## src/rtl/twsm_pkg.sv

```systemverilog
package twsm_pkg;
  typedef enum logic [2:0] {
    ST_IDLE,
    ST_DEV,
    ST_AHI,
    ST_ALO,
    ST_WDAT,
    ST_RDAT
  } twsm_state_e;

  localparam logic [3:0] DEV_PREFIX = 4'b1010;
  localparam int BYTE_BITS = 8;
endpackage

```

## src/rtl/twsm_bus_edges.sv

```systemverilog
module twsm_bus_edges (
  input  logic clk,
  input  logic rst,
  input  logic scl_i,
  input  logic sda_i,
  output logic sda_lvl,
  output logic scl_rise,
  output logic scl_fall,
  output logic start_det,
  output logic stop_det
);
  logic scl_q, scl_p, sda_q, sda_p;

  always_ff @(posedge clk) begin
    if (rst) begin
      scl_q <= 1'b1;
      scl_p <= 1'b1;
      sda_q <= 1'b1;
      sda_p <= 1'b1;
    end else begin
      scl_q <= scl_i;
      scl_p <= scl_q;
      sda_q <= sda_i;
      sda_p <= sda_q;
    end
  end

  assign sda_lvl   = sda_q;
  assign scl_rise  = scl_q & ~scl_p;
  assign scl_fall  = ~scl_q & scl_p;
  assign start_det = scl_q & scl_p & sda_p & ~sda_q;
  assign stop_det  = scl_q & scl_p & ~sda_p & sda_q;
endmodule

```

## src/rtl/twsm_addr_ctr.sv

```systemverilog
module twsm_addr_ctr #(
  parameter int ADDR_W = 13,
  parameter int PAGE_W = 5
) (
  input  logic              clk,
  input  logic              rst,
  input  logic              load,
  input  logic [ADDR_W-1:0] load_val,
  input  logic              step_full,
  input  logic              step_page,
  output logic [ADDR_W-1:0] addr
);
  localparam logic [ADDR_W-1:0] CTR_ONE = 1;

  logic [ADDR_W-1:0] page_next;

  generate
    if (PAGE_W >= ADDR_W) begin : g_flat
      assign page_next = addr + CTR_ONE;
    end else begin : g_paged
      localparam logic [PAGE_W-1:0] PG_ONE = 1;
      assign page_next = {addr[ADDR_W-1:PAGE_W], addr[PAGE_W-1:0] + PG_ONE};
    end
  endgenerate

  always_ff @(posedge clk) begin
    if (rst)            addr <= '0;
    else if (load)      addr <= load_val;
    else if (step_full) addr <= addr + CTR_ONE;
    else if (step_page) addr <= page_next;
  end
endmodule

```

## src/rtl/twsm_eeprom_slave.sv

```systemverilog
module twsm_eeprom_slave
  import twsm_pkg::*;
#(
  parameter int ADDR_W = 13,
  parameter int PAGE_W = 5
) (
  input  logic              clk,
  input  logic              rst,
  input  logic              scl_i,
  input  logic              sda_i,
  input  logic [2:0]        strap_i,
  input  logic              busy_i,
  output logic              sda_oe_o,
  output logic              wr_valid_o,
  output logic [ADDR_W-1:0] wr_addr_o,
  output logic [7:0]        wr_data_o,
  output logic              wr_stop_o,
  output logic              rd_en_o,
  output logic [ADDR_W-1:0] rd_addr_o,
  input  logic [7:0]        rd_data_i
);
  localparam logic [3:0] BIT_ACK = 4'(BYTE_BITS);
  localparam logic [3:0] BIT_END = 4'(BYTE_BITS + 1);

  twsm_state_e       state_q;
  logic [3:0]        bitcnt_q;
  logic [7:0]        shreg_q;
  logic [7:0]        ahi_q;
  logic              rnw_q, mack_q, had_wr_q;
  logic [1:0]        rd_pipe_q;

  logic              sda_lvl, scl_rise, scl_fall, start_det, stop_det;
  logic              byte_fall, ack_fall, addr_match, bus_evt;
  logic              ctr_load, ctr_page, rd_issue;
  logic [ADDR_W-1:0] ctr_addr, load_val;

  twsm_bus_edges u_edges (
    .clk       (clk),
    .rst       (rst),
    .scl_i     (scl_i),
    .sda_i     (sda_i),
    .sda_lvl   (sda_lvl),
    .scl_rise  (scl_rise),
    .scl_fall  (scl_fall),
    .start_det (start_det),
    .stop_det  (stop_det)
  );

  assign bus_evt    = start_det | stop_det;
  assign byte_fall  = scl_fall && (bitcnt_q == BIT_ACK) && !bus_evt;
  assign ack_fall   = scl_fall && (bitcnt_q == BIT_END) && !bus_evt;
  assign addr_match = (shreg_q[7:1] == {DEV_PREFIX, strap_i});
  assign load_val   = ADDR_W'({ahi_q, shreg_q});
  assign ctr_load   = byte_fall && (state_q == ST_ALO);
  assign ctr_page   = byte_fall && (state_q == ST_WDAT);
  assign rd_issue   = ack_fall && (((state_q == ST_DEV) && rnw_q) ||
                                   ((state_q == ST_RDAT) && mack_q));

  twsm_addr_ctr #(.ADDR_W(ADDR_W), .PAGE_W(PAGE_W)) u_ctr (
    .clk       (clk),
    .rst       (rst),
    .load      (ctr_load),
    .load_val  (load_val),
    .step_full (rd_issue),
    .step_page (ctr_page),
    .addr      (ctr_addr)
  );

  always_ff @(posedge clk) begin
    if (rst) begin
      state_q    <= ST_IDLE;
      bitcnt_q   <= '0;
      shreg_q    <= '0;
      ahi_q      <= '0;
      rnw_q      <= 1'b0;
      mack_q     <= 1'b0;
      had_wr_q   <= 1'b0;
      rd_pipe_q  <= '0;
      sda_oe_o   <= 1'b0;
      wr_valid_o <= 1'b0;
      wr_addr_o  <= '0;
      wr_data_o  <= '0;
      wr_stop_o  <= 1'b0;
      rd_en_o    <= 1'b0;
      rd_addr_o  <= '0;
    end else begin
      wr_valid_o <= 1'b0;
      wr_stop_o  <= 1'b0;
      rd_en_o    <= 1'b0;
      rd_pipe_q  <= {rd_pipe_q[0], 1'b0};

      if (start_det) begin
        // any start restarts device-address reception
        state_q  <= ST_DEV;
        bitcnt_q <= '0;
        sda_oe_o <= 1'b0;
        had_wr_q <= 1'b0;
      end else if (stop_det) begin
        state_q   <= ST_IDLE;
        sda_oe_o  <= 1'b0;
        wr_stop_o <= had_wr_q;
        had_wr_q  <= 1'b0;
      end else if (state_q != ST_IDLE) begin
        if (scl_rise) begin
          if (bitcnt_q < BIT_ACK) begin
            if (state_q != ST_RDAT) shreg_q <= {shreg_q[6:0], sda_lvl};
            bitcnt_q <= bitcnt_q + 4'd1;
          end else if (bitcnt_q == BIT_ACK) begin
            mack_q   <= ~sda_lvl;
            bitcnt_q <= BIT_END;
          end
        end

        if (byte_fall) begin
          case (state_q)
            ST_DEV: begin
              if (addr_match && !busy_i) begin
                sda_oe_o <= 1'b1;
                rnw_q    <= shreg_q[0];
              end else begin
                state_q <= ST_IDLE;
              end
            end
            ST_AHI: begin
              ahi_q    <= shreg_q;
              sda_oe_o <= 1'b1;
            end
            ST_ALO:  sda_oe_o <= 1'b1;
            ST_WDAT: begin
              sda_oe_o   <= 1'b1;
              wr_valid_o <= 1'b1;
              wr_addr_o  <= ctr_addr;
              wr_data_o  <= shreg_q;
              had_wr_q   <= 1'b1;
            end
            default: sda_oe_o <= 1'b0;
          endcase
        end else if (ack_fall) begin
          sda_oe_o <= 1'b0;
          bitcnt_q <= '0;
          case (state_q)
            ST_DEV:  state_q <= rnw_q ? ST_RDAT : ST_AHI;
            ST_AHI:  state_q <= ST_ALO;
            ST_ALO:  state_q <= ST_WDAT;
            ST_RDAT: if (!mack_q) state_q <= ST_IDLE;
            default: state_q <= state_q;
          endcase
        end else if (scl_fall && (state_q == ST_RDAT) && (bitcnt_q != 4'd0)) begin
          shreg_q  <= {shreg_q[6:0], 1'b0};
          sda_oe_o <= ~shreg_q[6];
        end

        if (rd_issue) begin
          rd_en_o   <= 1'b1;
          rd_addr_o <= ctr_addr;
          rd_pipe_q <= {rd_pipe_q[0], 1'b1};
        end

        if (rd_pipe_q[1] && (state_q == ST_RDAT)) begin
          shreg_q  <= rd_data_i;
          sda_oe_o <= ~rd_data_i[7];
        end
      end
    end
  end
endmodule

```

## config.mk

```make
export PLATFORM = sky130hd
export DESIGN_NAME = twsm_eeprom_slave
export DESIGN_NICKNAME = d
export VERILOG_FILES = /design/src/rtl/twsm_pkg.sv /design/src/rtl/twsm_bus_edges.sv /design/src/rtl/twsm_addr_ctr.sv /design/src/rtl/twsm_eeprom_slave.sv
export SDC_FILE = /design/constraint.sdc
export NUM_CORES = 1
export LEC_CHECK = 0
export BUFFER_PORTS_ARGS = -buffer_cell sky130_fd_sc_hd__buf_2
export CAP_MARGIN = 10
export CORE_MARGIN = 5
export CORE_UTILIZATION = 51
export DETAILED_ROUTE_END_ITERATION = 8
export PLACE_DENSITY = 0.75
export RECOVER_POWER = 50
export SLEW_MARGIN = 20
export SYNTH_ARGS = -nofsm -noshare
export SYNTH_HDL_FRONTEND = slang
export SYNTH_SLANG_ARGS = --single-unit
```

## constraint.sdc

```tcl
create_clock -name clk -period 2 [get_ports clk]
set_input_delay 0.1 -clock clk [delete_from_list [all_inputs] [get_ports clk]]
set_output_delay 0.1 -clock clk [all_outputs]
set_load 0.005 [all_outputs]
```

==> summary.md, run 1 <==
| Metric | Value |
|---|---|
| Crit end category | flop |
| Logic pwr share | 3.8% |
| Top Ports | 54 |
| Main synth FF type | dfxtp_1 |
| CTS Buf Count | 9 |
| Core ar. | 0.00687 sq mm |
| Pre-CTS setup slack | 0.0718 ns |
| Status | finished clean |
| Critical R2R Launch | u_ctr.addr[1] |
| Drt pass-1 iters | 5 |
| Starting Density | 52.9% |
| EDFF count, synth | 0 |
| Max Clk Rate | 0.532 GHz |
| Vias in the first global route | 3056 |
| Syn_area_per_cell | 8.79 sq um |
| CP arrival | 2.14 ns |
| Final worst setup slack | 0.121 ns |
| DP HPWL | 6630 microns |
| Most area-hungry cell type in the Yosys netlist | dfxtp_1 |
| Routed WL | 9110 microns |
| Min-Delay Path Class | in2reg |
| Clock network fraction of total power | 45.3% |
| WL per Instance | 15.7 microns |
| Antenna violations before repair | 0 |
| Critical path data required time | 2.26 ns |
| # nets final | 499 |
| Min-Delay Endpoint | sda_oe_o |
| Setup Crit Path Kind | reg2reg |
| Fin util | 63.2% |
| Synth cell count leaders | dfxtp_1, nand2_1, a21oi_1, nor2_1, mux2i_1 |
| Area contributors post-synth | dfxtp_1, nand2_1, a21oi_1, mux2i_1, nor2_1 |
| Clock Tree Root | clkbuf_8 |
| Reg2reg path depth | 6 |
| CTS tree | yes |
| Sw Share | 21.4% |
| Die span in y | 94.4 microns |
| Global-route wire length before repair | 14700 microns |
| Final hold violations | 0 |
| Min-delay src | rd_data_i[7] |
| Total Routing Usage GR | 21.2% |
| Post-synth top area share | 43.6% |
| Final Cycle Share | 93.9% |
| Chip width | 94.4 microns |
| Syn. warnings | 0 |
| Psw | 0.672 mW |
| DRT iter0 DRCs | 97 |
| Max-cap check violation count | 0 |
| Crit start category | flop |
| PnR Total Power | 3.14 mW |
| DR vias | 3246 |
| Clock Latency Late Sink | 0.35 ns |
| R2r setup slk | 0.12 ns |
| Crit-path max FO | 6 |
| Seq/Total Area, Yosys | 43.6% |
| PwrDens | 723 mW/mm^2 |
| Sequential share of power | 50.9% |
| RR Endpoint | u_ctr.addr[12] |
| FFs w/ async S/R, synth | 0% |
| Yosys reg bits | 79 |
| Grt total ovfl | 0 |
| Fin crit period | 1.88 ns |
| Leakage power | 1.70 nW |
| CTS Sinks | 79 |
| RSZ-0062 raised after global routing | yes |
| Synthesized area | 0.00363 sq mm |
| Post-DRT Antenna Nets | 0 |
| Pint | 2.47 mW |
| Worst Tran Pin Value | 0.583 ns |
| Hold path depth | 3 |
| Gpl congestion | 0.899 |
| DR vias/cell | 5.60 |
| DRC | 0 |
| Post-synth cell types | 67 |
| Rows | 30 |
| Slew HR | 61.2% |
| Share of cells above drive strength 1 | 20.5% |
| Maximum vdd drop | 573 uV |
| H-tree depth | 3 |
| Most frequent cell after synthesis | dfxtp_1 |
| Area growth syn-to-layout | 19.6% |
| # setup viols final | 0 |
| Synth Instances | 413 |
| Largest net degree at the start of global routing | 32 |
| Clock slew at reported path FFs | 0.08 ns |
| Worst clock skew | 0.00754 ns |
| Ant. Diodes | 0 |
| Slew Limit Fails | 0 |
| Max clock buf depth | 2 |
| Synthesized net count | 433 |
| Port Buf Inserts | 53 |
| Die ar. | 0.00891 sq mm |
worst max-delay path by stage:
stage | slack [ns] | start | cells after the start | endpoint
finish | 0.12 | u_ctr.addr[1] | 6 | u_ctr.addr[12]
floorplan | 0.07 | bitcnt_q[0] | 9 | u_ctr.addr[3]
detailed placement | 0.07 | bitcnt_q[1] | 7 | u_ctr.addr[12]
global placement | 0.12 | u_edges.scl_p | 4 | u_ctr.addr[11]
CTS | 0.06 | bitcnt_q[1] | 7 | u_ctr.addr[12]
global route | -0.009 | bitcnt_q[1] | 9 | u_ctr.addr[11]
timing repair:
item | 4_1_cts | 5_1_grt
resized for setup | 0 | 8
hold buffers | 2 | 0
hold endpoints to repair | 2 | 0
endpoints found under the setup margin | 0 | 36
setup buffers | 0 | 1
state kept, by name (all words and copies together), names as in the netlist, 3 cells and up:
| register | cells |
|---|---|
| state_q | 3 |
| wr_addr_o | 13 |
| wr_data_o | 8 |
| shreg_q | 8 |
| rd_addr_o | 13 |
| u_ctr.addr | 13 |
| ahi_q | 5 |
| bitcnt_q | 4 |
cell families after synthesis:
family | count (synthesis) | synth area share, %
adder cells (fa/ha/maj) | 4 | 1.38
AND/OR/NAND/NOR | 163 | 23.5
AO/OA/AOI/OAI | 97 | 18.1
XOR/XNOR | 13 | 3.14
buffers and inverters | 36 | 4.41
multiplexers | 21 | 5.93
flip-flops | 79 | 43.6
per-layer routing:
metal	share of wire [%]	wire length, microns	GRT usage, %
met1	42	3840	27.3
met2	50	4530	35.0
met5	0	0	0
met3	6.5	589	4.54
met4	1.6	144	7.34
cells in the final DEF, fill, tap and decap left out, types with 6 or more instances in the layout:
cell,n
xor2_1,10
a211oi_1,7
nor3_1,6
nand2b_1,6
buf_4,21
a311oi_1,6
mux2i_1,19
clkbuf_8,9
or3_1,6
clkbuf_1,21
dfxtp_1,79
inv_1,13
o221a_2,7
o21ai_0,7
nand2_1,55
a21oi_1,39
buf_2,33
nor2_1,40
critical path, cell delays in order (launching register included):
cell,delay [ns]
dfxtp_1,0.44
ha_1,0.22
and3_1,0.20
and3_4,0.22
nand2_2,0.06
or4_1,0.39
a311oi_1,0.26
final cells by class:
class / instances / area (sq um)
Inverter: 13 / 48.8
Fill cell: 613 / 2530
Clock inverter: 6 / 115
Sequential cell: 79 / 1580
Clock buffer: 10 / 128
Multi-Input combinational cell: 298 / 1920
Timing Repair Buffer: 78 / 427
Tap cell: 96 / 120
power by group through the flow:
stage / Clock (mW) / Sequential (mW) / Combinational, mW
5_1_grt: 1.52 / 1.60 / 0.131
4_1_cts: 1.45 / 1.60 / 0.115
2_1_floorplan: 0 / 1.62 / 0.0764
6_report: 1.42 / 1.60 / 0.119
3_3_place_gp: 0 / 1.63 / 0.110
3_5_place_dp: 0 / 1.63 / 0.112
per-stage QoR:
stage	setup TNS [ns]	cells	cell area, sq um	hold WS [ns]
after floorplan	0	413	3630	0.204
after global placement	0	561	4070	0.297
after detailed placement	0	561	4070	0.293
after CTS	0	579	4330	0.0424
after global routing	-0.0156	580	4340	0.0570
final	0	580	4340	0.0635
(Power assumes the default switching activity.)
==> inputs of run 2 (changes only) <==
Settings changed: CTS_BUF_LIST set to sky130_fd_sc_hd__clkbuf_16, CTS_CLUSTER_SIZE set to 28.
==> run 2 against run 1 <==
- worst setup slack worse by 0.057 ns
- sequential share of layout area decreased by 0.94 points
- global-route usage increased by 0.99 points
- register-to-register slack got worse by 0.06 ns
- die area unchanged
- first-iteration DRC count grew 56%
- critical path type unchanged
- highest routed layer unchanged
==> summary.md, run 2 (synthesis gave the netlist of run 1 again) <==
| Metric | Value |
|---|---|
| DR vias | 3293 |
| Largest net degree at the start of global routing | 32 |
| Setup tns final | 0 ns |
| DP HPWL | 6630 microns |
| Largest registers | rd_addr_o x13, u_ctr.addr x13, wr_addr_o x13 |
| Critical R2R Launch | state_q[2] |
| Starting Density | 52.9% |
| Drt pass-1 iters | 4 |
| Final Cycle Share | 96.8% |
| Grt total ovfl | 0 |
| CP arrival | 2.18 ns |
| Hold path depth | 3 |
| Reg2reg path depth | 5 |
| Logic pwr share | 3.3% |
| Worst clock skew | 0.0105 ns |
| Total Routing Usage GR | 22.1% |
| Cell Chain, Critical Path | mux2i_2 -> nor2_4 -> nand2_1 -> or4_1 -> a311oi_2 |
| Global-route wire length before repair | 15300 microns |
| PwrDens | 806 mW/mm^2 |
| Leading cell types in the layout, fill and taps excluded | dfxtp_1, nand2_1, nor2_1, a21oi_1, buf_2 |
| Max-cap check violation count | 0 |
| Min-Delay Endpoint | sda_oe_o |
| Slew Limit Fails | 0 |
| Slew HR | 60.4% |
| Critical path data required time | 2.25 ns |
| Core ar. | 0.00687 sq mm |
| CTS Sinks | 79 |
| Pint | 2.85 mW |
| Rows | 30 |
| H-tree depth | 3 |
| Clock Latency Late Sink | 0.34 ns |
| DR vias/cell | 5.68 |
| Clock Tree Root | clkbuf_16 |
| Crit-path max FO | 13 |
| Maximum vdd drop | 573 uV |
| Final hold violations | 0 |
| DRT iter0 DRCs | 151 |
| Commonest non-fill, non-tap cell in the layout | dfxtp_1 |
| Ant. Diodes | 0 |
| Gpl congestion | 0.899 |
| Area growth syn-to-layout | 22.9% |
| Fin crit period | 1.94 ns |
| Worst Tran Pin Value | 0.594 ns |
| Port Buf Inserts | 53 |
| Crit start category | flop |
| Sw Share | 20.7% |
| WL per Instance | 16.5 microns |
| Crit-path max cell delay | 0.59 ns |
| Min-delay src | rd_data_i[7] |
| Crit end category | flop |
| Setup Crit Path Kind | reg2reg |
| Clock network fraction of total power | 52.3% |
| DRC | 0 |
| Psw | 0.746 mW |
| Top Ports | 54 |
| Die ar. | 0.00891 sq mm |
| Max Clk Rate | 0.516 GHz |
| RSZ-0062 raised after global routing | yes |
| Vias in the first global route | 3145 |
| Post-DP Area | 0.00407 sq mm |
| CTS tree | yes |
| CTS Buf Count | 9 |
| Final worst setup slack | 0.0638 ns |
| Antenna violations before repair | 0 |
| Fin util | 65.0% |
| Pre-CTS setup slack | 0.0718 ns |
| Max clock buf depth | 2 |
| Design Area, Final | 0.00446 sq mm |
| Min-Delay Path Class | in2reg |
| RR Endpoint | u_ctr.addr[12] |
| Post-DRT Antenna Nets | 0 |
| R2r setup slk | 0.06 ns |
| Chip width | 94.4 microns |
| Die span in y | 94.4 microns |
| Clock slew at reported path FFs | 0.06 ns |
| # nets final | 499 |
| Share of cells above drive strength 1 | 20.9% |
| Slowest stage cell, crit path | dfxtp_1 |
| Status | finished clean |
| # setup viols final | 0 |
| Leakage power | 1.76 nW |
| PnR Total Power | 3.60 mW |
| Routed WL | 9550 microns |
| Sequential share of power | 44.4% |
==> run 2: worst max-delay path by stage <==
| stage | to | start | slack, ns | cells after the start |
|---|---|---|---|---|
| after CTS | u_ctr.addr[12] | u_ctr.addr[1] | 0.0005 | 6 |
| after global placement | u_ctr.addr[11] | u_edges.scl_p | 0.12 | 4 |
| after floorplan | u_ctr.addr[3] | bitcnt_q[0] | 0.07 | 9 |
| final | u_ctr.addr[12] | state_q[2] | 0.06 | 5 |
| after detailed placement | u_ctr.addr[12] | bitcnt_q[1] | 0.07 | 7 |
| after global routing | u_ctr.addr[11] | bitcnt_q[1] | -0.05 | 9 |
==> run 2: per-layer routing <==
metal | routed length [microns] | track usage (%) | vias up | share of wire (%)
met2 | 4830 | 38.1 | 93 | 51
met5 | 0 | 0 | - | 0
met3 | 614 | 5.26 | 11 | 6.4
li1 | - | - | 1611 | -
met4 | 121 | 6.74 | 0 | 1.3
met1 | 3970 | 27.5 | 1578 | 42
==> run 2: critical path: cells and delay by family, from the launching register on <==
| family | cells | cell delay (ns) |
|---|---|---|
| AO/OA/AOI/OAI | 1 | 0.29 |
| flip-flops | 1 | 0.59 |
| multiplexers | 1 | 0.19 |
| AND/OR/NAND/NOR | 3 | 0.79 |
==> run 2: timing repair <==
item                                   4_1_cts  5_1_grt
pin swaps                                    0        2
endpoints found under the hold margin        2        0
hold buffers                                 2        0
setup endpoints to repair                    1       34
buffers inserted                             0        1
gates resized for setup                      1        9
==> run 2: area by class of cell <==
| class | count | area (sq um) |
|---|---|---|
| Tap cell | 96 | 120 |
| Inverter | 13 | 48.8 |
| Clock buffer | 9 | 225 |
| Sequential cell | 79 | 1580 |
| Fill cell | 599 | 2410 |
| Timing Repair Buffer | 78 | 430 |
| Clock inverter | 7 | 119 |
| Multi-Input combinational cell | 298 | 1940 |
==> run 2: power groups by stage <==
stage	Clock, mW	Combinational, mW	Sequential (mW)
after global placement	0	0.110	1.63
after detailed placement	0	0.112	1.63
final	1.88	0.119	1.60
after CTS	1.89	0.116	1.60
after floorplan	0	0.0764	1.62
after global routing	1.96	0.131	1.60
==> run 2: through the flow <==
stage / hold WS, ns / instances
3_5_place_dp: 0.293 / 561
6_report: 0.0780 / 580
4_1_cts: 0.0706 / 579
3_3_place_gp: 0.297 / 561
2_1_floorplan: 0.204 / 413
5_1_grt: 0.0872 / 580
==> inputs of run 3 (changes only) <==
Settings changed: CORE_UTILIZATION 51 to 53, CTS_BUF_LIST sky130_fd_sc_hd__clkbuf_16 to sky130_fd_sc_hd__clkbuf_4, PLACE_DENSITY 0.75 to 0.78.
==> run 3 against run 2 <==
- sequential cell count stayed put
- critical path depth is 4 higher
- first-iteration DRC count is 22% lower
- worst setup slack worse by 0.016 ns
- routed wire length is 3.2% lower
- largest power group is now sequential cells
- clock power is 58% lower
- register-to-register slack worse by 0.02 ns
- critical path type unchanged
- sequential power hardly changed
- cell area is 4.5% lower
- power is 30% lower
- die area is 3.4% lower
- clock-buffer cell count is 1 higher
==> summary.md, run 3 (synthesis gave the netlist of run 1 again) <==
| Metric | Value |
|---|---|
| Antenna violations before repair | 0 |
| Max clock buf depth | 2 |
| Commonest non-fill, non-tap cell in the layout | dfxtp_1 |
| RR Endpoint | shreg_q[7] |
| PwrDens | 590 mW/mm^2 |
| # setup viols final | 0 |
| Critical path data required time | 2.31 ns |
| Min-Delay Path Class | in2reg |
| Post-DRT Antenna Nets | 0 |
| Reg2reg path depth | 9 |
| CTS tree | yes |
| DRC | 0 |
| CTS Buf Count | 9 |
| Slowest stage cell, crit path | dfxtp_2 |
| R2r setup slk | 0.05 ns |
| Clock Tree Root | clkbuf_4 |
| Die ar. | 0.00861 sq mm |
| Setup Crit Path Kind | reg2reg |
| Global-route wire length before repair | 14700 microns |
| DR vias | 3309 |
| CP top delay family | compound AO/OA/AOI/OAI gates |
| WL per Instance | 16.3 microns |
| Pre-CTS setup slack | 0.0809 ns |
| Maximum vdd drop | 391 uV |
| Max-cap check violation count | 0 |
| Worst clock skew | 0.0160 ns |
| PnR Total Power | 2.51 mW |
| Top Ports | 54 |
| Worst Tran Pin Value | 0.783 ns |
| Buf+Inv Stages, Crit Path | 3 |
| Clock Latency Late Sink | 0.42 ns |
| Largest registers | rd_addr_o x13, u_ctr.addr x13, wr_addr_o x13 |
| DRT iter0 DRCs | 118 |
| Starting Density | 54.0% |
| Fill cells | 596 |
| Grt total ovfl | 0 |
| Crit-path most repeated cell | buf_4 |
| Total Routing Usage GR | 21.4% |
| Critical Path Sink | shreg_q[7] |
| Crit start category | flop |
| CTS Sinks | 79 |
| Fin crit period | 1.95 ns |
| Non-filler instance count after layout | 568 |
| Dpl cells | 547 |
| Die span in y | 92.8 microns |
| Routed WL | 9240 microns |
| Final worst setup slack | 0.0479 ns |
| Crit end category | flop |
| Core ar. | 0.00672 sq mm |
| Cell Chain, Critical Path | inv_2 -> ha_1 -> buf_4 -> a21oi_1 -> or3_1 -> o211ai_1 -> a21oi_2 -> buf_4 -> o221a_2 |
| Port Buf Inserts | 53 |
| DR vias/cell | 5.83 |
| CP arrival | 2.26 ns |
| DP HPWL | 6510 microns |
| Rows | 30 |
| Final hold violations | 0 |
| Max Clk Rate | 0.512 GHz |
| Vias in the first global route | 3126 |
| Leading cell types in the layout, fill and taps excluded | dfxtp_1, nand2_1, nor2_1, a21oi_1, buf_2 |
| Critical path launch point | bitcnt_q[1] |
| Slew HR | 47.8% |
| Leakage power | 1.69 nW |
| Drt pass-1 iters | 5 |
| Area growth syn-to-layout | 17.3% |
| Final Cycle Share | 97.6% |
| Slew Limit Fails | 0 |
| Status | finished clean |
| Crit-path max FO | 9 |
| Gpl congestion | 0.875 |
| Chip width | 92.8 microns |
| Ant. Diodes | 0 |
| Critical R2R Launch | bitcnt_q[1] |
| Fin util | 63.4% |
| Crit-path max cell delay | 0.36 ns |
| H-tree depth | 3 |
| Largest net degree at the start of global routing | 33 |
| CP Depth | 9 |
| # nets final | 504 |
| Share of cells above drive strength 1 | 22.3% |
| Clock slew at reported path FFs | 0.12 ns |
-- run 3: metal layers --
| layer | vias to the layer above | track usage [%] | part of all wire, % |
|---|---|---|---|
| met5 | - | 0 | 0 |
| met2 | 102 | 35.6 | 49 |
| met1 | 1566 | 27.1 | 44 |
| li1 | 1618 | - | - |
| met3 | 23 | 3.49 | 5.0 |
| met4 | 0 | 9.89 | 2.3 |
-- run 3: cell type report --
class	instances	area (sq um)	area share, %
tap	80	100	2.35
timing repair buffer	83	482	11.3
clock buffer	10	75.1	1.76
sequential	79	1590	37.3
clock inverter	5	26.3	0.617
inverter	13	48.8	1.15
multi-input combinational	298	1940	45.6
-- run 3: worst min path at each step --
| stage | startpoint | to | slack, ns | cells past startpoint |
|---|---|---|---|---|
| 3_5_place_dp | scl_i | u_edges.scl_q | 0.29 | 2 |
| 5_1_grt | rd_data_i[2] | shreg_q[2] | 0.02 | 4 |
| 6_report | rd_data_i[2] | shreg_q[2] | 0.02 | 4 |
| 3_3_place_gp | sda_i | u_edges.sda_lvl | 0.28 | 2 |
| 4_1_cts | rd_data_i[3] | shreg_q[3] | 0.01 | 4 |
| 2_1_floorplan | scl_i | u_edges.scl_q | 0.20 | 1 |
-- run 3: through the flow --
step | hold WS, ns | instance area (sq um) | setup TNS (ns)
after detailed placement | 0.287 | 4070 | 0
after global routing | 0.0211 | 4260 | -0.120
final | 0.0235 | 4260 | 0
after floorplan | 0.204 | 3630 | 0
after CTS | 0.0117 | 4220 | 0
after global placement | 0.283 | 4070 | 0
-- run 3: timing repair --
item                                    CTS  global route
endpoints found under the setup margin    0            45
hold endpoints to repair                  6             0
setup buffers                             0             1
resized for setup                         0            15
hold buffers                              5             0
-- run 3: report_power, final --
group	internal, mW	switching, mW
logic	0.0564	0.0709
registers	1.58	0.0180
clock network	0.253	0.532
-- run 3: worst register-to-register path, cell delays in order, from the launching register on --
cell,delay (ns)
dfxtp_2,0.36
inv_2,0.09
ha_1,0.18
buf_4,0.18
a21oi_1,0.06
or3_1,0.31
o211ai_1,0.15
a21oi_2,0.12
buf_4,0.18
o221a_2,0.24
